[config.mk]
export PLATFORM = sky130hd
export DESIGN_NAME = bus_cpu_core
export DESIGN_NICKNAME = d
export VERILOG_FILES = /design/src/rtl/buscpu_pkg.sv /design/src/rtl/buscpu_alu.sv /design/src/rtl/buscpu_seq.sv /design/src/rtl/buscpu_dpath.sv /design/src/rtl/bus_cpu_core.sv
export SDC_FILE = /design/constraint.sdc
export NUM_CORES = 1
export LEC_CHECK = 0
export BUFFER_PORTS_ARGS = -buffer_cell sky130_fd_sc_hd__clkbuf_2
export CORE_MARGIN = 2
export CORE_UTILIZATION = 66
export DETAILED_ROUTE_END_ITERATION = 6
export GPL_ROUTABILITY_DRIVEN = 0
export PLACE_DENSITY_LB_ADDON = 0.25
export SLEW_MARGIN = 20
export SYNTH_ARGS = -nofsm -noshare
export SYNTH_HDL_FRONTEND = slang
export SYNTH_HIERARCHICAL = 1
export SYNTH_SLANG_ARGS = --single-unit
[constraint.sdc]
create_clock -name clk -period 19.7 [get_ports clk]
set_clock_uncertainty 0.15 [all_clocks]
set_input_delay 5.91 -clock clk [delete_from_list [all_inputs] [get_ports clk]]
set_output_delay 5.91 -clock clk [all_outputs]
set_load 0.02 [all_outputs]
[src/rtl/buscpu_pkg.sv]
package buscpu_pkg;

  localparam logic [3:0] OPC_LOAD  = 4'd1;
  localparam logic [3:0] OPC_STORE = 4'd2;
  localparam logic [3:0] OPC_EXCH  = 4'd3;
  localparam logic [3:0] OPC_ADD   = 4'd4;
  localparam logic [3:0] OPC_SUB   = 4'd5;
  localparam logic [3:0] OPC_BZ    = 4'd6;

  // one decoded step worth of control lines
  typedef struct packed {
    logic src_pc;    // PC drives operand source
    logic src_ira;   // IR address field drives operand source
    logic src_mdr;   // data latch drives operand source
    logic src_z;     // result latch drives operand source
    logic src_reg;   // register file drives operand source
    logic rsel_r0;   // register source forced to R0
    logic alu_out;   // ALU result placed on the bus
    logic zero_a;    // ALU A input forced to zero
    logic comp_b;    // ALU B input complemented
    logic cin;       // ALU carry-in
    logic ld_pc;
    logic ld_mar;
    logic ld_mdr;
    logic ld_ir;
    logic ld_y;
    logic ld_z;
    logic ld_reg;    // destination is the IR register field
    logic set_cc;
    logic rd;
    logic wr;
    logic wait_mfc;
    logic fin;       // last step of the instruction
  } ctl_t;

endpackage

[src/rtl/buscpu_alu.sv]
module buscpu_alu #(
  parameter int DW = 16
) (
  input  logic [DW-1:0] opa,
  input  logic [DW-1:0] opb,
  input  logic          zero_a,
  input  logic          comp_b,
  input  logic          cin,
  output logic [DW-1:0] sum
);

  logic [DW-1:0] a_eff;
  logic [DW-1:0] b_eff;

  always_comb begin
    a_eff = zero_a ? '0 : opa;
    b_eff = comp_b ? ~opb : opb;
    sum   = a_eff + b_eff + DW'(cin);
  end

endmodule

[src/rtl/buscpu_seq.sv]
module buscpu_seq
  import buscpu_pkg::*;
#(
  parameter int STEP_W   = 3,
  parameter bit FAST_ADD = 1'b1
) (
  input  logic              clk,
  input  logic              rst_n,
  input  logic [3:0]        opcode,
  input  logic              flag_z,
  input  logic              mem_mfc,
  output ctl_t              ctl,
  output logic              ld_ok,
  output logic [STEP_W-1:0] step
);

  localparam logic [STEP_W-1:0] S0 = STEP_W'(0);
  localparam logic [STEP_W-1:0] S1 = STEP_W'(1);
  localparam logic [STEP_W-1:0] S2 = STEP_W'(2);
  localparam logic [STEP_W-1:0] S3 = STEP_W'(3);
  localparam logic [STEP_W-1:0] S4 = STEP_W'(4);
  localparam logic [STEP_W-1:0] S5 = STEP_W'(5);
  localparam logic [STEP_W-1:0] S6 = STEP_W'(6);

  logic [STEP_W-1:0] step_q, step_d;
  logic              first_q, first_d;
  logic              adv;

  // hardwired decoder
  always_comb begin
    ctl = '0;
    unique case (step_q)
      S0: begin ctl.src_pc = 1'b1; ctl.ld_mar = 1'b1; ctl.rd = 1'b1; end
      S1: begin
        ctl.src_pc = 1'b1; ctl.zero_a = 1'b1; ctl.cin = 1'b1;
        ctl.alu_out = 1'b1; ctl.ld_pc = 1'b1; ctl.wait_mfc = 1'b1;
      end
      S2: begin ctl.src_mdr = 1'b1; ctl.ld_ir = 1'b1; end
      default: begin
        unique case (opcode)
          OPC_LOAD: begin
            if (step_q == S3) begin
              ctl.src_ira = 1'b1; ctl.ld_mar = 1'b1; ctl.rd = 1'b1; ctl.wait_mfc = 1'b1;
            end else begin
              ctl.src_mdr = 1'b1; ctl.ld_reg = 1'b1; ctl.fin = 1'b1;
            end
          end
          OPC_STORE: begin
            if (step_q == S3) begin
              ctl.src_ira = 1'b1; ctl.ld_mar = 1'b1;
            end else begin
              ctl.src_reg = 1'b1; ctl.ld_mdr = 1'b1; ctl.wr = 1'b1;
              ctl.wait_mfc = 1'b1; ctl.fin = 1'b1;
            end
          end
          OPC_EXCH: begin
            if (step_q == S3) begin
              ctl.src_ira = 1'b1; ctl.ld_mar = 1'b1;
            end else if (step_q == S4) begin
              ctl.src_reg = 1'b1; ctl.ld_mdr = 1'b1; ctl.rd = 1'b1;
              ctl.wr = 1'b1; ctl.wait_mfc = 1'b1;
            end else begin
              ctl.src_mdr = 1'b1; ctl.ld_reg = 1'b1; ctl.fin = 1'b1;
            end
          end
          OPC_ADD: begin
            if (step_q == S3) begin
              ctl.src_reg = 1'b1; ctl.ld_y = 1'b1;
            end else if (step_q == S4) begin
              ctl.src_reg = 1'b1; ctl.rsel_r0 = 1'b1; ctl.set_cc = 1'b1;
              if (FAST_ADD) begin
                ctl.alu_out = 1'b1; ctl.ld_reg = 1'b1; ctl.fin = 1'b1;
              end else begin
                ctl.ld_z = 1'b1;
              end
            end else begin
              ctl.src_z = 1'b1; ctl.ld_reg = 1'b1; ctl.fin = 1'b1;
            end
          end
          OPC_SUB: begin
            if (step_q == S3) begin
              ctl.src_ira = 1'b1; ctl.ld_mar = 1'b1; ctl.rd = 1'b1; ctl.wait_mfc = 1'b1;
            end else if (step_q == S4) begin
              ctl.src_mdr = 1'b1; ctl.ld_y = 1'b1;
            end else if (step_q == S5) begin
              ctl.src_reg = 1'b1; ctl.comp_b = 1'b1; ctl.cin = 1'b1;
              ctl.ld_z = 1'b1; ctl.set_cc = 1'b1;
            end else begin
              ctl.src_z = 1'b1; ctl.ld_mdr = 1'b1; ctl.wr = 1'b1;
              ctl.wait_mfc = 1'b1; ctl.fin = 1'b1;
            end
          end
          OPC_BZ: begin
            if (step_q == S3) begin
              ctl.fin = ~flag_z;
            end else begin
              ctl.src_ira = 1'b1; ctl.ld_pc = 1'b1; ctl.fin = 1'b1;
            end
          end
          default: ctl.fin = 1'b1;
        endcase
      end
    endcase
  end

  // next-state logic
  always_comb begin
    adv     = ~ctl.wait_mfc | mem_mfc;
    step_d  = step_q;
    first_d = first_q;
    if (rst_n) begin
      first_d = adv;
      if (adv) step_d = ctl.fin ? S0 : step_q + STEP_W'(1);
    end
  end

  always_ff @(posedge clk or negedge rst_n) begin
    if (!rst_n) begin
      step_q  <= S0;
      first_q <= 1'b1;
    end else begin
      step_q  <= step_d;
      first_q <= first_d;
    end
  end

  assign ld_ok = first_q & rst_n;
  assign step  = step_q;

  assert_hold_on_wait_R3: assert property (@(posedge clk) disable iff (!rst_n)
    (ctl.wait_mfc && !mem_mfc) |=> $stable(step_q));

  assert_end_to_zero_R2: assert property (@(posedge clk) disable iff (!rst_n)
    (ctl.fin && (!ctl.wait_mfc || mem_mfc)) |=> (step_q == S0));

  assert_step_range_R11: assert property (@(posedge clk) disable iff (!rst_n)
    step_q <= S6);

endmodule

[src/rtl/buscpu_dpath.sv]
module buscpu_dpath
  import buscpu_pkg::*;
#(
  parameter int DW   = 16,
  parameter int NREG = 4,
  parameter int RSW  = 2,
  parameter int AW   = 10
) (
  input  logic          clk,
  input  logic          rst_n,
  input  ctl_t          ctl,
  input  logic          ld_ok,
  input  logic          mem_mfc,
  input  logic [DW-1:0] mem_rdata,
  output logic [AW-1:0] mem_addr,
  output logic [DW-1:0] mem_wdata,
  output logic [3:0]    opcode,
  output logic          flag_z,
  output logic          flag_n
);

  logic [DW-1:0] pc_q, ir_q, mdr_q, y_q, z_q;
  logic [AW-1:0] mar_q;
  logic [DW-1:0] rf_q [NREG];
  logic          fz_q, fn_q, rd_pend_q;
  logic [DW-1:0] src, bus, sum;
  logic [RSW-1:0] dst_sel, src_sel;

  assign dst_sel = ir_q[AW+RSW-1:AW];
  assign src_sel = ctl.rsel_r0 ? '0 : dst_sel;

  // operand source, then optional ALU result onto the bus
  always_comb begin
    if (ctl.src_pc)       src = pc_q;
    else if (ctl.src_ira) src = DW'(ir_q[AW-1:0]);
    else if (ctl.src_mdr) src = mdr_q;
    else if (ctl.src_z)   src = z_q;
    else if (ctl.src_reg) src = rf_q[src_sel];
    else                  src = '0;
    bus = ctl.alu_out ? sum : src;
  end

  buscpu_alu #(.DW(DW)) u_alu (
    .opa(y_q), .opb(src), .zero_a(ctl.zero_a), .comp_b(ctl.comp_b),
    .cin(ctl.cin), .sum(sum)
  );

  always_ff @(posedge clk or negedge rst_n) begin
    if (!rst_n) begin
      pc_q      <= '0;
      fz_q      <= 1'b0;
      fn_q      <= 1'b0;
      rd_pend_q <= 1'b0;
    end else begin
      if (ctl.ld_pc && ld_ok) pc_q <= bus;
      if (ctl.set_cc && ld_ok) begin
        fz_q <= (sum == '0);
        fn_q <= sum[DW-1];
      end
      if (ctl.rd && ld_ok) rd_pend_q <= 1'b1;
      else if (mem_mfc)    rd_pend_q <= 1'b0;
    end
  end

  always_ff @(posedge clk) begin
    if (ctl.ld_ir && ld_ok)  ir_q  <= bus;
    if (ctl.ld_mar && ld_ok) mar_q <= bus[AW-1:0];
    if (ctl.ld_y && ld_ok)   y_q   <= bus;
    if (ctl.ld_z && ld_ok)   z_q   <= sum;
    if (mem_mfc && rd_pend_q)      mdr_q <= mem_rdata;
    else if (ctl.ld_mdr && ld_ok)  mdr_q <= bus;
  end

  for (genvar g = 0; g < NREG; g++) begin : g_rf
    always_ff @(posedge clk) begin
      if (ctl.ld_reg && ld_ok && (dst_sel == RSW'(g))) rf_q[g] <= bus;
    end
  end

  assign mem_addr  = (ctl.ld_mar && ld_ok) ? bus[AW-1:0] : mar_q;
  assign mem_wdata = mdr_q;
  assign opcode    = ir_q[DW-1 -: 4];
  assign flag_z    = fz_q;
  assign flag_n    = fn_q;

  assert_one_source_R2: assert property (@(posedge clk) disable iff (!rst_n)
    $onehot0({ctl.src_pc, ctl.src_ira, ctl.src_mdr, ctl.src_z, ctl.src_reg}));

  assert_flags_quiet_R10: assert property (@(posedge clk) disable iff (!rst_n)
    !(ctl.set_cc && ld_ok) |=> $stable({fz_q, fn_q}));

  assert_pc_held_R3: assert property (@(posedge clk) disable iff (!rst_n)
    !ld_ok |=> $stable(pc_q));

endmodule

[src/rtl/bus_cpu_core.sv]
module bus_cpu_core
  import buscpu_pkg::*;
#(
  parameter int DW       = 16,
  parameter int NREG     = 4,
  parameter bit FAST_ADD = 1'b1,
  localparam int RSW     = $clog2(NREG),
  localparam int AW      = DW - 4 - RSW,
  localparam int STEP_W  = 3
) (
  input  logic              clk,
  input  logic              rst_n,
  output logic [AW-1:0]     mem_addr,
  output logic [DW-1:0]     mem_wdata,
  output logic              mem_rd,
  output logic              mem_wr,
  input  logic [DW-1:0]     mem_rdata,
  input  logic              mem_mfc,
  output logic [STEP_W-1:0] step_o,
  output logic              flag_z,
  output logic              flag_n
);

  logic [1:0] sync_q;
  logic       srst_n;
  ctl_t       ctl;
  logic       ld_ok;
  logic [3:0] opcode;

  always_ff @(posedge clk or negedge rst_n) begin
    if (!rst_n) sync_q <= 2'b00;
    else        sync_q <= {sync_q[0], 1'b1};
  end
  assign srst_n = sync_q[1];

  buscpu_seq #(.STEP_W(STEP_W), .FAST_ADD(FAST_ADD)) u_seq (
    .clk(clk), .rst_n(srst_n), .opcode(opcode), .flag_z(flag_z),
    .mem_mfc(mem_mfc), .ctl(ctl), .ld_ok(ld_ok), .step(step_o)
  );

  buscpu_dpath #(.DW(DW), .NREG(NREG), .RSW(RSW), .AW(AW)) u_dp (
    .clk(clk), .rst_n(srst_n), .ctl(ctl), .ld_ok(ld_ok), .mem_mfc(mem_mfc),
    .mem_rdata(mem_rdata), .mem_addr(mem_addr), .mem_wdata(mem_wdata),
    .opcode(opcode), .flag_z(flag_z), .flag_n(flag_n)
  );

  assign mem_rd = ctl.rd & ld_ok;
  assign mem_wr = ctl.wr & ld_ok;

  assert_single_request_R3: assert property (@(posedge clk) disable iff (!srst_n)
    (mem_rd || mem_wr) |=> !(mem_rd || mem_wr));

endmodule

**Word level (Yosys, flattened, before mapping)**

Memories as Yosys holds them, arrays and structs flattened.
Index checks and enable logic that the tools add are counted.

- Add/sub/neg operators: 3
- Equal/unequal tests: 14
- Muxes and demuxes: 94
- Bitwise logic cells: 7
- Reductions and logical operators: 30

Operator list:

| kind | count |
|---|---|
| 2-to-1 mux 16 bit | 13 |
| OR reduction 16 bit | 3 |
| 2-to-1 mux 1 bit | 40 |
| 2-to-1 mux 2 bit | 13 |
| 2-to-1 mux 3 bit | 7 |
| one-hot mux 1 bit (2 select lines) | 9 |
| adder 16 x 1 -> 16 bit | 1 |
| adder 16 bit | 1 |
| zero test 16 bit | 1 |
| inverter 16 bit | 1 |
| logical AND 1 bit | 14 |
| == test 4 x 3 -> 1 bit (second input constant) | 3 |
| one-hot mux 1 bit (3 select lines) | 4 |
| 2-to-1 mux 10 bit | 1 |
| OR reduction 2 bit | 5 |
| == test 4 x 2 -> 1 bit (second input constant) | 2 |
| 2-to-1 mux 4 bit | 2 |
| one-hot mux 1 bit (4 select lines) | 2 |
| one-hot mux 2 bit (2 select lines) | 2 |
| == test 3 x 2 -> 1 bit (second input constant) | 2 |
| == test 3 bit (second input constant) | 2 |
| one-hot mux 1 bit (5 select lines) | 1 |
| == test 2 bit (second input constant) | 2 |
| == test 4 x 1 -> 1 bit (second input constant) | 1 |
| 12 further kinds | 16 |

- Flip-flop bits (word level): 99
- Bits in writable memories: 64
- Input bits: 19
- Logic and storage cells: 161
- Memories: 1

Memories:

| memory | words | bits a word | rd ports | clocked after Yosys merged registers in | write ports | line | text |
|---|---|---|---|---|---|---|---|
| u_dp.rf_q | 4 | 16 | 1 | 0 | 1 | buscpu_dpath.sv:24 | `logic [DW-1:0] rf_q [NREG];` |

**Depth between registers and ports, before layout**

Gate-level depths: netlist of the first run.
An unclocked memory read counts as a cell.

- Depth in word-level cells: 21
- Gate-level depth with buffers: 27
- Mapped depth without buffers: 24

**Cells and area by module**

The synthesis of the first run kept the hierarchy.

Modules (own cells, without submodules):

| module | instances | cells an instance | area an instance (um^2) | seq. area each (um^2) |
|---|---|---|---|---|
| buscpu_dpath | 1 | 593 | 7108.1 | 4519.3 |
| buscpu_alu | 1 | 142 | 1096.1 | 0.0 |
| buscpu_seq | 1 | 103 | 729.4 | 101.3 |
| bus_cpu_core | 1 | 5 | 66.3 | 50.0 |

**Worst setup path before layout of the first run**

Ideal clock, no wire load.

- Kind: register to output
- Start: register u_seq.step_q[2], in the netlist u_seq/step[2]
- End: output mem_addr[8]
- Arrival: 5223 ps
- Data required time: 13640 ps
- Setup slack: 8417 ps
- Stages on the path, launching flop included: 28
- Buffers on the path: 3
- Path through: dfrtp_1 > buf_4 > inv_1 > ha_1 > buf_2 > a21oi_1 > nand4_1 > and2_1 > nor2_1 > a21oi_1 > nor2_1 > nor2b_1 > clkbuf_1 > nor2_1 > a221o_1 > nand2_1 > xnor2_1 > fa_1 > fa_1 > and2b_1 > o2111ai_2 > a21boi_1 > a21oi_1 > xnor2_1 > nor2b_1 > nand2_1 > o21ai_0 > a21oi_1

RTL lines:

| what | line | text |
|---|---|---|
| from (decl) | buscpu_seq.sv:25 | `logic [STEP_W-1:0] step_q, step_d;` |
| from (signal assigned) | buscpu_seq.sv:122 | `step_q <= step_d;` |
| to (decl) | bus_cpu_core.sv:13 | `output logic [AW-1:0] mem_addr,` |

==> results of run 1 <==
==> area by class of cell <==
cell class | count | area [um^2] | area share [%]
Tap cell | 176 | 220 | 2.22
Inverter | 37 | 139 | 1.40
Clock inverter | 12 | 160 | 1.62
Clock buffer | 20 | 437 | 4.41
Timing Repair Buffer | 69 | 384 | 3.88
Sequential cell | 163 | 4670 | 47.1
Multi-Input combinational cell | 586 | 3900 | 39.4
==> flip-flops by register name, indices dropped and copies added (netlist names) <==
register and cells:
u_dp/rd_pend_q 1, u_dp/rf_q 64, sync_q 2, u_seq/first_q 1
u_dp/mar_q 10, u_dp/pc_q 16, u_dp/z_q 16, u_dp/mem_wdata 16
u_dp/flag_z 1, u_seq/step 3, u_dp/flag_n 1, u_dp/ir_q 16
u_dp/y_q 16
==> through the flow <==
step                instances  instance area (um^2)
detailed placement       1026                  9280
global route             1063                  9910
finish                   1063                  9910
global placement         1026                  9280
floorplan                 840                  8990
CTS                      1058                  9880
==> worst max-delay path by stage <==
stage / from / to / slack (ns) / cells after the start
floorplan: u_seq/step[2]$_DFFE_PN0P_ / mem_addr[8] / 8.42 / 27
global placement: u_seq/step[2]$_DFFE_PN0P_ / mem_addr[8] / 7.72 / 25
detailed placement: u_seq/step[2]$_DFFE_PN0P_ / mem_addr[8] / 7.37 / 25
CTS: u_seq/step[2]$_DFFE_PN0P_ / mem_addr[8] / 6.87 / 25
global route: u_seq/step[2]$_DFFE_PN0P_ / mem_addr[8] / 6.18 / 25
finish: u_seq/step[2]$_DFFE_PN0P_ / mem_addr[8] / 6.69 / 25
==> routing by layer <==
metal / vias up / routed length (um) / share of wire [%] / GRT usage, %
met3: 90 / 2490 / 10 / 6.93
li1: 3181 / - / - / -
met2: 527 / 11200 / 47 / 54.3
met1: 3482 / 9380 / 39 / 44.9
met4: 0 / 820 / 3.4 / 14.2
met5: - / 0 / 0 / 0
==> power groups by stage <==
stage	logic [uW]	clock network [uW]	registers [uW]
finish	916	334	547
global route	988	347	551
CTS	883	335	546
detailed placement	872	0	552
global placement	841	0	550
floorplan	633	0	557
==> critical path: cells and delay by family (launching register included) <==
kind	cells	cell delay, ns
simple gates	10	2.23
compound gates	8	1.71
fa+ha+maj	3	1.25
flops	1	0.59
buf+inv	2	0.39
xor+xnor	2	0.35
==> out/metrics.csv, run 1 <==
metric,value,unit
viasPerCell,6.85,
yosysWarnings,6,
final.fill_count,872,
htree_levels,4,
fin_ws,6.69,ns
cts_max_path_buffers,2,
postCtsSetupBuffers,0,
slew_headroom,27.1,%
die_h,121,um
hpwl,15.3,mm
crit_slowest_cell,dfrtp_1,
first_pass_iters,7,
syn_inst,840,
cp_max_fo,14,
coreArea,13300,um^2
cap_viol_max_count,0,
crit_arrival,6.95,ns
final_max_slew_viol_count,0,
fmax,0.0769,GHz
synth.avg_cell_area,10.7,um^2
worstRegToRegCells,23,
areaGrowthSynthToFinish,10.3,%
grt_pass1_vias,7126,
ctsHoldBuffers,0,
clock-sinks,163,
dieArea,14600,um^2
fin_nets,914,
hold_violations,0,
cp.required,13.64,ns
pwr-share-comb,51.0,%
start_kind,flop,
synth_area,8990,um^2
final_cell_mix,"edfxtp_1 (128), a21oi_1 (81), nand2_1 (79)",
vias,7280,
setup_violations,0,
die_width,121,um
grt_setup_unrepaired,false,
drc,18,
wl,23.9,mm
path_class,reg2out,
status,"complete, but fails checks",
tns,0,ns
drive_gt1_share,15.4,%
grt_overflow,0,
track_usage,33.8,%
drtAntennaViolNets,0,
hp-class,reg2async,
post-route-period-util,66.0,%
antenna_found_initial,0,
wl_per_cell,22.5,um
power-per-cell-area,181,nW/um^2
grt_pass1_wl,37.4,mm
grt_max_degree,49,
cts.clk_slew.worst_paths,0.06,ns
n_antenna_cell,0,
io_pins,52,
final_common_cell,edfxtp_1,
clock_latency,0.43,ns
p_switching,781,uW
cpMostUsedCell,a21oi_1,
rrSetupSlack,12.23,ns
setup.worst_path.end_class,output port,
floorplan.initialDensity,67.6,%
power,1800,uW
max-vdd-ir-drop,113,uV
seqPwrFrac,30.4,%
fin_crit,13.01,ns
drt_iter0_drc,1388,
switching_share,43.5,%
core.rowCount,42,
worst_hold_slack,0.119,ns
cts_root_buf,clkbuf_16,
pwr-share-clk,18.6,%
pre_cts_ws,7.37,ns
final_util,74.5,%
worstMarginPinSlew,1.09,ns
critPathMaxStageDelay,0.59,ns
timing.rr.start,u_seq/step[2]$_DFFE_PN0P_,
leakage,0.00393,uW
cts_resized,0,
regToRegEndpoint,u_dp/mem_wdata[10]$_DFFE_PP_,
syn_nets,880,
p_int,1020,uW
cts_tree,built,
violations,DRC,
io_buffers,51,
numCtsBuffers,17,
Power figures use the tool's default switching activity.
==> run 2, diff against run 1 <==
--- a/config.mk
+++ b/config.mk
@@ -5,9 +5,10 @@
 export SDC_FILE = /design/constraint.sdc
 export NUM_CORES = 1
 export LEC_CHECK = 0
+export ABC_AREA = 1
 export BUFFER_PORTS_ARGS = -buffer_cell sky130_fd_sc_hd__clkbuf_2
 export CORE_MARGIN = 2
-export CORE_UTILIZATION = 66
+export CORE_UTILIZATION = 62
 export DETAILED_ROUTE_END_ITERATION = 6
 export GPL_ROUTABILITY_DRIVEN = 0
 export PLACE_DENSITY_LB_ADDON = 0.25
==> constraint.sdc (replaced) <==
create_clock -name clk -period 12.26 [get_ports clk]
set_clock_uncertainty 0.15 [all_clocks]
set_input_delay 3.678 -clock clk [delete_from_list [all_inputs] [get_ports clk]]
set_output_delay 3.678 -clock clk [all_outputs]
set_load 0.02 [all_outputs]
==> run 2 against run 1 <==
Net effect:
- the flow now finishes without violations
- setup slack got worse by 3.9 ns
- die area grew 7.1%
- worst hold slack worse by 0.015 ns
- clock-buffer cell count is 5 higher
- clock power up 55%
- non-clock buffer count shrank 8
- synthesized area grew 0.88%
- sequential share of layout area is 0.43 points lower
- highest routed layer unchanged
==> out/metrics.csv, run 2 <==
metric,value,unit,change
status,"complete, no violations",,
post_dp_cell_area,9430,um^2,+1.6%
cpMostUsedCell,nand2_1,,
p_int,1590,uW,+57%
postCtsSetupBuffers,0,,unchanged
switching_share,45.8,%,+2.3 points
die_h,125,um,+3.5%
wl_per_cell,17.0,um,-24%
fin_crit,9.49,ns,
htree_levels,4,,unchanged
die_width,125,um,+3.5%
setup.worst_path.end_class,output port,,
final_common_cell,nand2_1,,
stdcell_count,1314,,+24%
cts_max_path_buffers,2,,unchanged
clock-sinks,163,,unchanged
final_max_slew_viol_count,0,,unchanged
hpwl,16.2,mm,+5.9%
drt_iter0_drc,691,,-50%
largest_register,u_dp/rf_q,,
cts.clk_slew.worst_paths,0.06,ns,about the same
pwr-share-clk,17.6,%,-1.0 points
hp-class,reg2async,,
synth.avg_cell_area,8.44,um^2,-21%
io_pins,52,,unchanged
worstMarginPinSlew,1.08,ns,-0.0123 ns
wl,22.4,mm,-6.4%
drive_gt1_share,14.7,%,-0.76 points
cts_tree,built,,
dieArea,15600,um^2,+7.1%
path_class,reg2out,,
grt_pass1_wl,35.6,mm,-4.8%
post-route-period-util,77.4,%,
grt_overflow,0,,unchanged
first_pass_iters,6,,-1
cp.required,8.43,ns,-5.21 ns
critical-path-top-delay-family,simple AND/OR/NAND/NOR gates,,
syn_nets,1114,,+27%
slew_headroom,28.0,%,+0.98 points
pre_cts_ws,3.31,ns,-4.07 ns
fin_nets,1157,,+27%
pwr-share-comb,52.2,%,+1.2 points
fmax,0.105,GHz,
drc,0,,-18
setup_violations,0,,unchanged
vias,7256,,-0.33%
clock_latency,0.43,ns,about the same
grt_max_degree,37,,-24%
hold_violations,0,,unchanged
io_buffers,51,,unchanged
fin_ws,2.77,ns,-3.92 ns
cts_root_buf,clkbuf_16,,
n_antenna_cell,0,,unchanged
floorplan.initialDensity,62.9,%,-4.7 points
crit_arrival,5.66,ns,-1.29 ns
grt_setup_unrepaired,false,,
start_kind,flop,,
core.rowCount,44,,+4.8%
leakage,0.00500,uW,+27%
critPathMaxStageDelay,0.51,ns,-0.08 ns
power-per-cell-area,293,nW/um^2,+62%
viasPerCell,5.52,,-19%
track_usage,29.4,%,-4.4 points
p_switching,1340,uW,+72%
final_cell_mix,"nand2_1 (346), inv_1 (150), edfxtp_1 (128)",,
antenna_found_initial,0,,unchanged
syn_inst,1074,,+28%
place_inst,1282,,+25%
yosysWarnings,6,,unchanged
cap_viol_max_count,0,,unchanged
cp_max_fo,20,,+6
grt_pass1_vias,6928,,-2.8%
cts_resized,0,,unchanged
numCtsBuffers,17,,unchanged
largest_reg_flops,64,,unchanged
areaGrowthSynthToFinish,10.3,%,about the same
tns,0,ns,unchanged
crit_slowest_cell,nor2_2,,
seqPwrFrac,30.2,%,-0.2 points
drtAntennaViolNets,0,,unchanged
ctsHoldBuffers,0,,unchanged
synth_area,9070,um^2,+0.88%
final_area,10000,um^2,+0.92%
worst_hold_slack,0.104,ns,-0.0151 ns
max-vdd-ir-drop,198,uV,+75%
cp_num_buf_inv,7,,+5
coreArea,14400,um^2,+8.5%
==> run 2: per-stage QoR <==
step	util, %	power (uW)
after global placement	65.4	2340
after floorplan	-	1970
after CTS	69.3	2900
after detailed placement	65.4	2380
final	69.3	2930
after global routing	69.3	3110
==> run 2: layout make-up <==
| class | count | area, um^2 |
|---|---|---|
| flip-flops and latches | 163 | 4670 |
| clock buffers | 25 | 497 |
| inverters | 164 | 622 |
| clock inverters | 7 | 71.3 |
| fillers | 1192 | 4420 |
| multi-input cells | 710 | 3580 |
| well taps | 184 | 230 |
| repair buffers | 61 | 330 |
==> run 2: per-layer routing <==
layer | GRT usage, % | part of all wire (%)
met1 | 40.2 | 43
met2 | 47.1 | 48
met5 | 0 | 0
met3 | 6.97 | 8.0
met4 | 9.41 | 1.9
==> run 2: path summary, 6_finish.rpt <==
| check | start | to | slack (ns) | cells after the start |
|---|---|---|---|---|
| max in group asynchronous | rst_n | sync_q[1]$_DFF_PN0_ | 8.99 | 1 |
| max reg2reg | u_seq/step[1]$_DFFE_PN0P_ | u_dp/rf_q[3][12]$_DFFE_PP_ | 6.49 | 26 |
| min reg2reg | sync_q[1]$_DFF_PN0_ | u_dp/rd_pend_q$_DFFE_PN0P_ | 0.10 | 1 |
| min in group clk | sync_q[0]$_DFF_PN0_ | sync_q[1]$_DFF_PN0_ | 0.22 | 0 |
| max | u_seq/step[1]$_DFFE_PN0P_ | mem_addr[8] | 2.77 | 27 |
| min | sync_q[1]$_DFF_PN0_ | u_dp/rd_pend_q$_DFFE_PN0P_ | 0.10 | 1 |
==> run 2: worst register-to-register path, cell delays in order (launching register included) <==
cell and delay (ns):
dfrtp_1 0.42, inv_1 0.10, ha_1 0.16, inv_1 0.05, nor2_2 0.50, clkinv_2 0.25
nand2_4 0.30, nor2_8 0.09, inv_4 0.08, a21oi_1 0.04, buf_4 0.19, nor2_2 0.51
nand2_1 0.12, nand2_1 0.09, nand2_1 0.07, nand2_1 0.08, xnor2_1 0.08, fa_1 0.43
fa_1 0.43, inv_1 0.10, nand3_1 0.07, nand3_1 0.15, nand3_1 0.13, nand4_1 0.09
nand2_1 0.14, or2_2 0.35, and2_1 0.30
==> run 2: power by group through the flow <==
stage	registers (uW)	logic, uW	clock network [uW]
2_1_floorplan	909	1060	0
3_3_place_gp	893	1450	0
3_5_place_dp	895	1490	0
4_1_cts	884	1500	519
5_1_grt	892	1680	538
6_report	885	1530	517
==> run 3, diff against run 2 <==
--- a/config.mk
+++ b/config.mk
@@ -5,10 +5,10 @@
 export SDC_FILE = /design/constraint.sdc
 export NUM_CORES = 1
 export LEC_CHECK = 0
-export ABC_AREA = 1
+export ABC_AREA = 0
 export BUFFER_PORTS_ARGS = -buffer_cell sky130_fd_sc_hd__clkbuf_2
 export CORE_MARGIN = 2
-export CORE_UTILIZATION = 62
+export CORE_UTILIZATION = 56
 export DETAILED_ROUTE_END_ITERATION = 6
 export GPL_ROUTABILITY_DRIVEN = 0
 export PLACE_DENSITY_LB_ADDON = 0.25
==> constraint.sdc (replaced) <==
create_clock -name clk -period 8.5 [get_ports clk]
set_clock_uncertainty 0.15 [all_clocks]
set_input_delay 2.55 -clock clk [delete_from_list [all_inputs] [get_ports clk]]
set_output_delay 2.55 -clock clk [all_outputs]
set_load 0.02 [all_outputs]
==> run 3 against run 2 <==
Net effect:
- the run now ends with DRC left
- setup slack lost 2.5 ns
- sequential cell count is the same
- critical endpoint unchanged
- combinational power grew 43%
- clock power grew 49%
- first-iteration DRC count grew 27%
- clock-buffer cell count shrank 2
- via count shrank 0.85%
- critical path depth shrank 2
- register-to-register slack lost 4.0 ns
- die area grew 9.4%
- utilization shrank 5.2 points
- largest power group unchanged
- total power grew 44%
==> out/metrics.csv, run 3 (synthesis gave the netlist of run 1 again) <==
metric,value,unit,change
p_switching,1830,uW,+36%
status,"complete, but fails checks",,
cts_tree,built,,
cp_max_fo,11,,-45%
hold_violations,0,,unchanged
pre_cts_ws,0.521,ns,-2.78 ns
areaGrowthSynthToFinish,12.6,%,
grt_overflow,0,,unchanged
cts.clk_slew.worst_paths,0.06,ns,about the same
fin_ws,0.246,ns,-2.52 ns
floorplan.initialDensity,57.0,%,-5.9 points
setup_violations,0,,unchanged
fin_nets,928,,-20%
final_cell_mix,"edfxtp_1 (128), a21oi_1 (80), nand2_1 (79)",,
antenna_found_initial,0,,unchanged
numCtsBuffers,17,,unchanged
viasPerCell,6.44,,+17%
drc,8,,+8
worstMarginPinSlew,1.08,ns,+0.00563 ns
p_int,2400,uW,+51%
ctsHoldBuffers,0,,unchanged
drtAntennaViolNets,0,,unchanged
coreArea,15800,um^2,+9.3%
post-route-period-util,97.1,%,
clock_latency,0.43,ns,about the same
seqPwrFrac,30.2,%,about the same
cts_root_buf,clkbuf_16,,
fmax,0.121,GHz,
final_common_cell,edfxtp_1,,
fin_crit,8.25,ns,
place_inst,1075,,-16%
die_h,131,um,+4.6%
switching_share,43.3,%,-2.5 points
cts_max_path_buffers,2,,unchanged
die_width,131,um,+4.6%
drt_iter0_drc,880,,+27%
cap_viol_max_count,0,,unchanged
slew_headroom,27.8,%,-0.30 points
core.rowCount,46,,+4.5%
largest_register,u_dp/rf_q,,
path_class,reg2out,,
leakage,0.00402,uW,-20%
hpwl,16.9,mm,+4.3%
stdcell_count,1117,,-15%
htree_levels,4,,unchanged
track_usage,30.2,%,+0.86 points
start_kind,flop,,
violations,DRC,,
hp-class,reg2async,,
max-vdd-ir-drop,214,uV,+8.0%
drive_gt1_share,17.5,%,+2.8 points
wl,24.6,mm,+9.9%
largest_reg_flops,64,,unchanged
setup.worst_path.end_class,output port,,
crit_arrival,5.55,ns,-0.11 ns
dieArea,17100,um^2,+9.4%
n_antenna_cell,0,,unchanged
final.fill_count,1234,,+3.5%
io_buffers,51,,unchanged
grt_pass1_vias,6992,,+0.92%
grt_max_degree,37,,unchanged
clock-sinks,163,,unchanged
vias,7194,,-0.85%
pwr-share-comb,51.7,%,-0.5 points
io_pins,52,,unchanged
first_pass_iters,7,,+1
tns,0,ns,unchanged
pwr-share-clk,18.1,%,+0.5 points
final_util,64.2,%,-5.2 points
grt_pass1_wl,38.3,mm,+7.5%
wl_per_cell,22.0,um,+29%
final_max_slew_viol_count,0,,unchanged
cp.required,5.80,ns,-2.63 ns
power-per-cell-area,418,nW/um^2,+43%
run 3: cell types whose count changed in the layout (fill, tap and decap cells not counted), sizes merged, moves of 31 or more:
cell	change
a21oi	+37
inv	-126
nand2	-280
nand3	-102
nor2b	+31
o21ai	+50
run 3: repair_timing:
action                                  CTS  global route
buffers inserted                          0             5
resized for setup                         0            13
endpoints found under the setup margin    0             6
hold endpoints to repair                  0             0
run 3: path summary, 6_finish.rpt:
check	from	end	slack (ns)	depth (start not counted)
hold reg to reg	sync_q[1]$_DFF_PN0_	u_seq/step[0]$_DFFE_PN0P_	0.11	1
min in group clk	sync_q[0]$_DFF_PN0_	sync_q[1]$_DFF_PN0_	0.20	0
max in group asynchronous	rst_n	sync_q[1]$_DFF_PN0_	6.36	1
setup reg to reg	u_seq/step[0]$_DFFE_PN0P_	u_dp/mem_wdata[14]$_DFFE_PP_	2.45	23
setup / recovery	u_seq/step[0]$_DFFE_PN0P_	mem_addr[8]	0.25	25
hold / removal	sync_q[1]$_DFF_PN0_	u_seq/step[0]$_DFFE_PN0P_	0.11	1
run 3: layout make-up:
type,instances,area (um^2),share of cell area [%]
clock buffer,23,458,4.53
clock inverter,9,131,1.30
inverter,37,139,1.37
multi-input combinational,586,3950,39.0
sequential,163,4670,46.2
tap,216,270,2.67
timing repair buffer,83,500,4.95
run 3: power groups by stage:
stage	Combinational, uW	Clock, uW	Sequential, uW
after floorplan	1470	0	1290
after global placement	2010	0	1280
after detailed placement	2070	0	1290
after CTS	2080	780	1280
after global routing	2370	809	1290
final	2190	768	1280
run 3: worst max-delay path: stages, from the launching register on:
cell	delay (ns)
dfrtp_1	0.42
ha_1	0.22
ha_2	0.26
a21oi_2	0.18
nand4_1	0.18
and2_1	0.21
nor2_1	0.12
a21oi_1	0.05
nor2_1	0.09
nor2b_1	0.17
nor2_1	0.08
a221o_1	0.40
nand2_1	0.11
xnor2_1	0.08
fa_1	0.43
fa_1	0.43
and2b_1	0.25
o2111ai_2	0.17
a21boi_2	0.25
a21oi_1	0.14
xnor2_2	0.23
nor2b_1	0.13
nand2_1	0.07
o21ai_0	0.07
a21oi_1	0.19
clkbuf_2	0.21
run 3: metrics by stage:
| step | cell area [um^2] | hold slack, ns | total power [uW] |
|---|---|---|---|
| 2_1_floorplan | 8990 | 0.164 | 2760 |
| 3_3_place_gp | 9400 | 0.116 | 3290 |
| 3_5_place_dp | 9400 | 0.124 | 3360 |
| 4_1_cts | 9990 | 0.128 | 4140 |
| 5_1_grt | 10100 | 0.158 | 4470 |
| 6_report | 10100 | 0.115 | 4230 |
run 3: layer usage:
layer / vias to the layer above / share of wire [%] / track usage [%]
met1: 3447 / 40 / 39.2
met3: 79 / 9.2 / 6.68
met4: 2 / 4.0 / 14.8
met5: - / 0.024 / 0
met2: 459 / 47 / 48.5
li1: 3207 / - / -
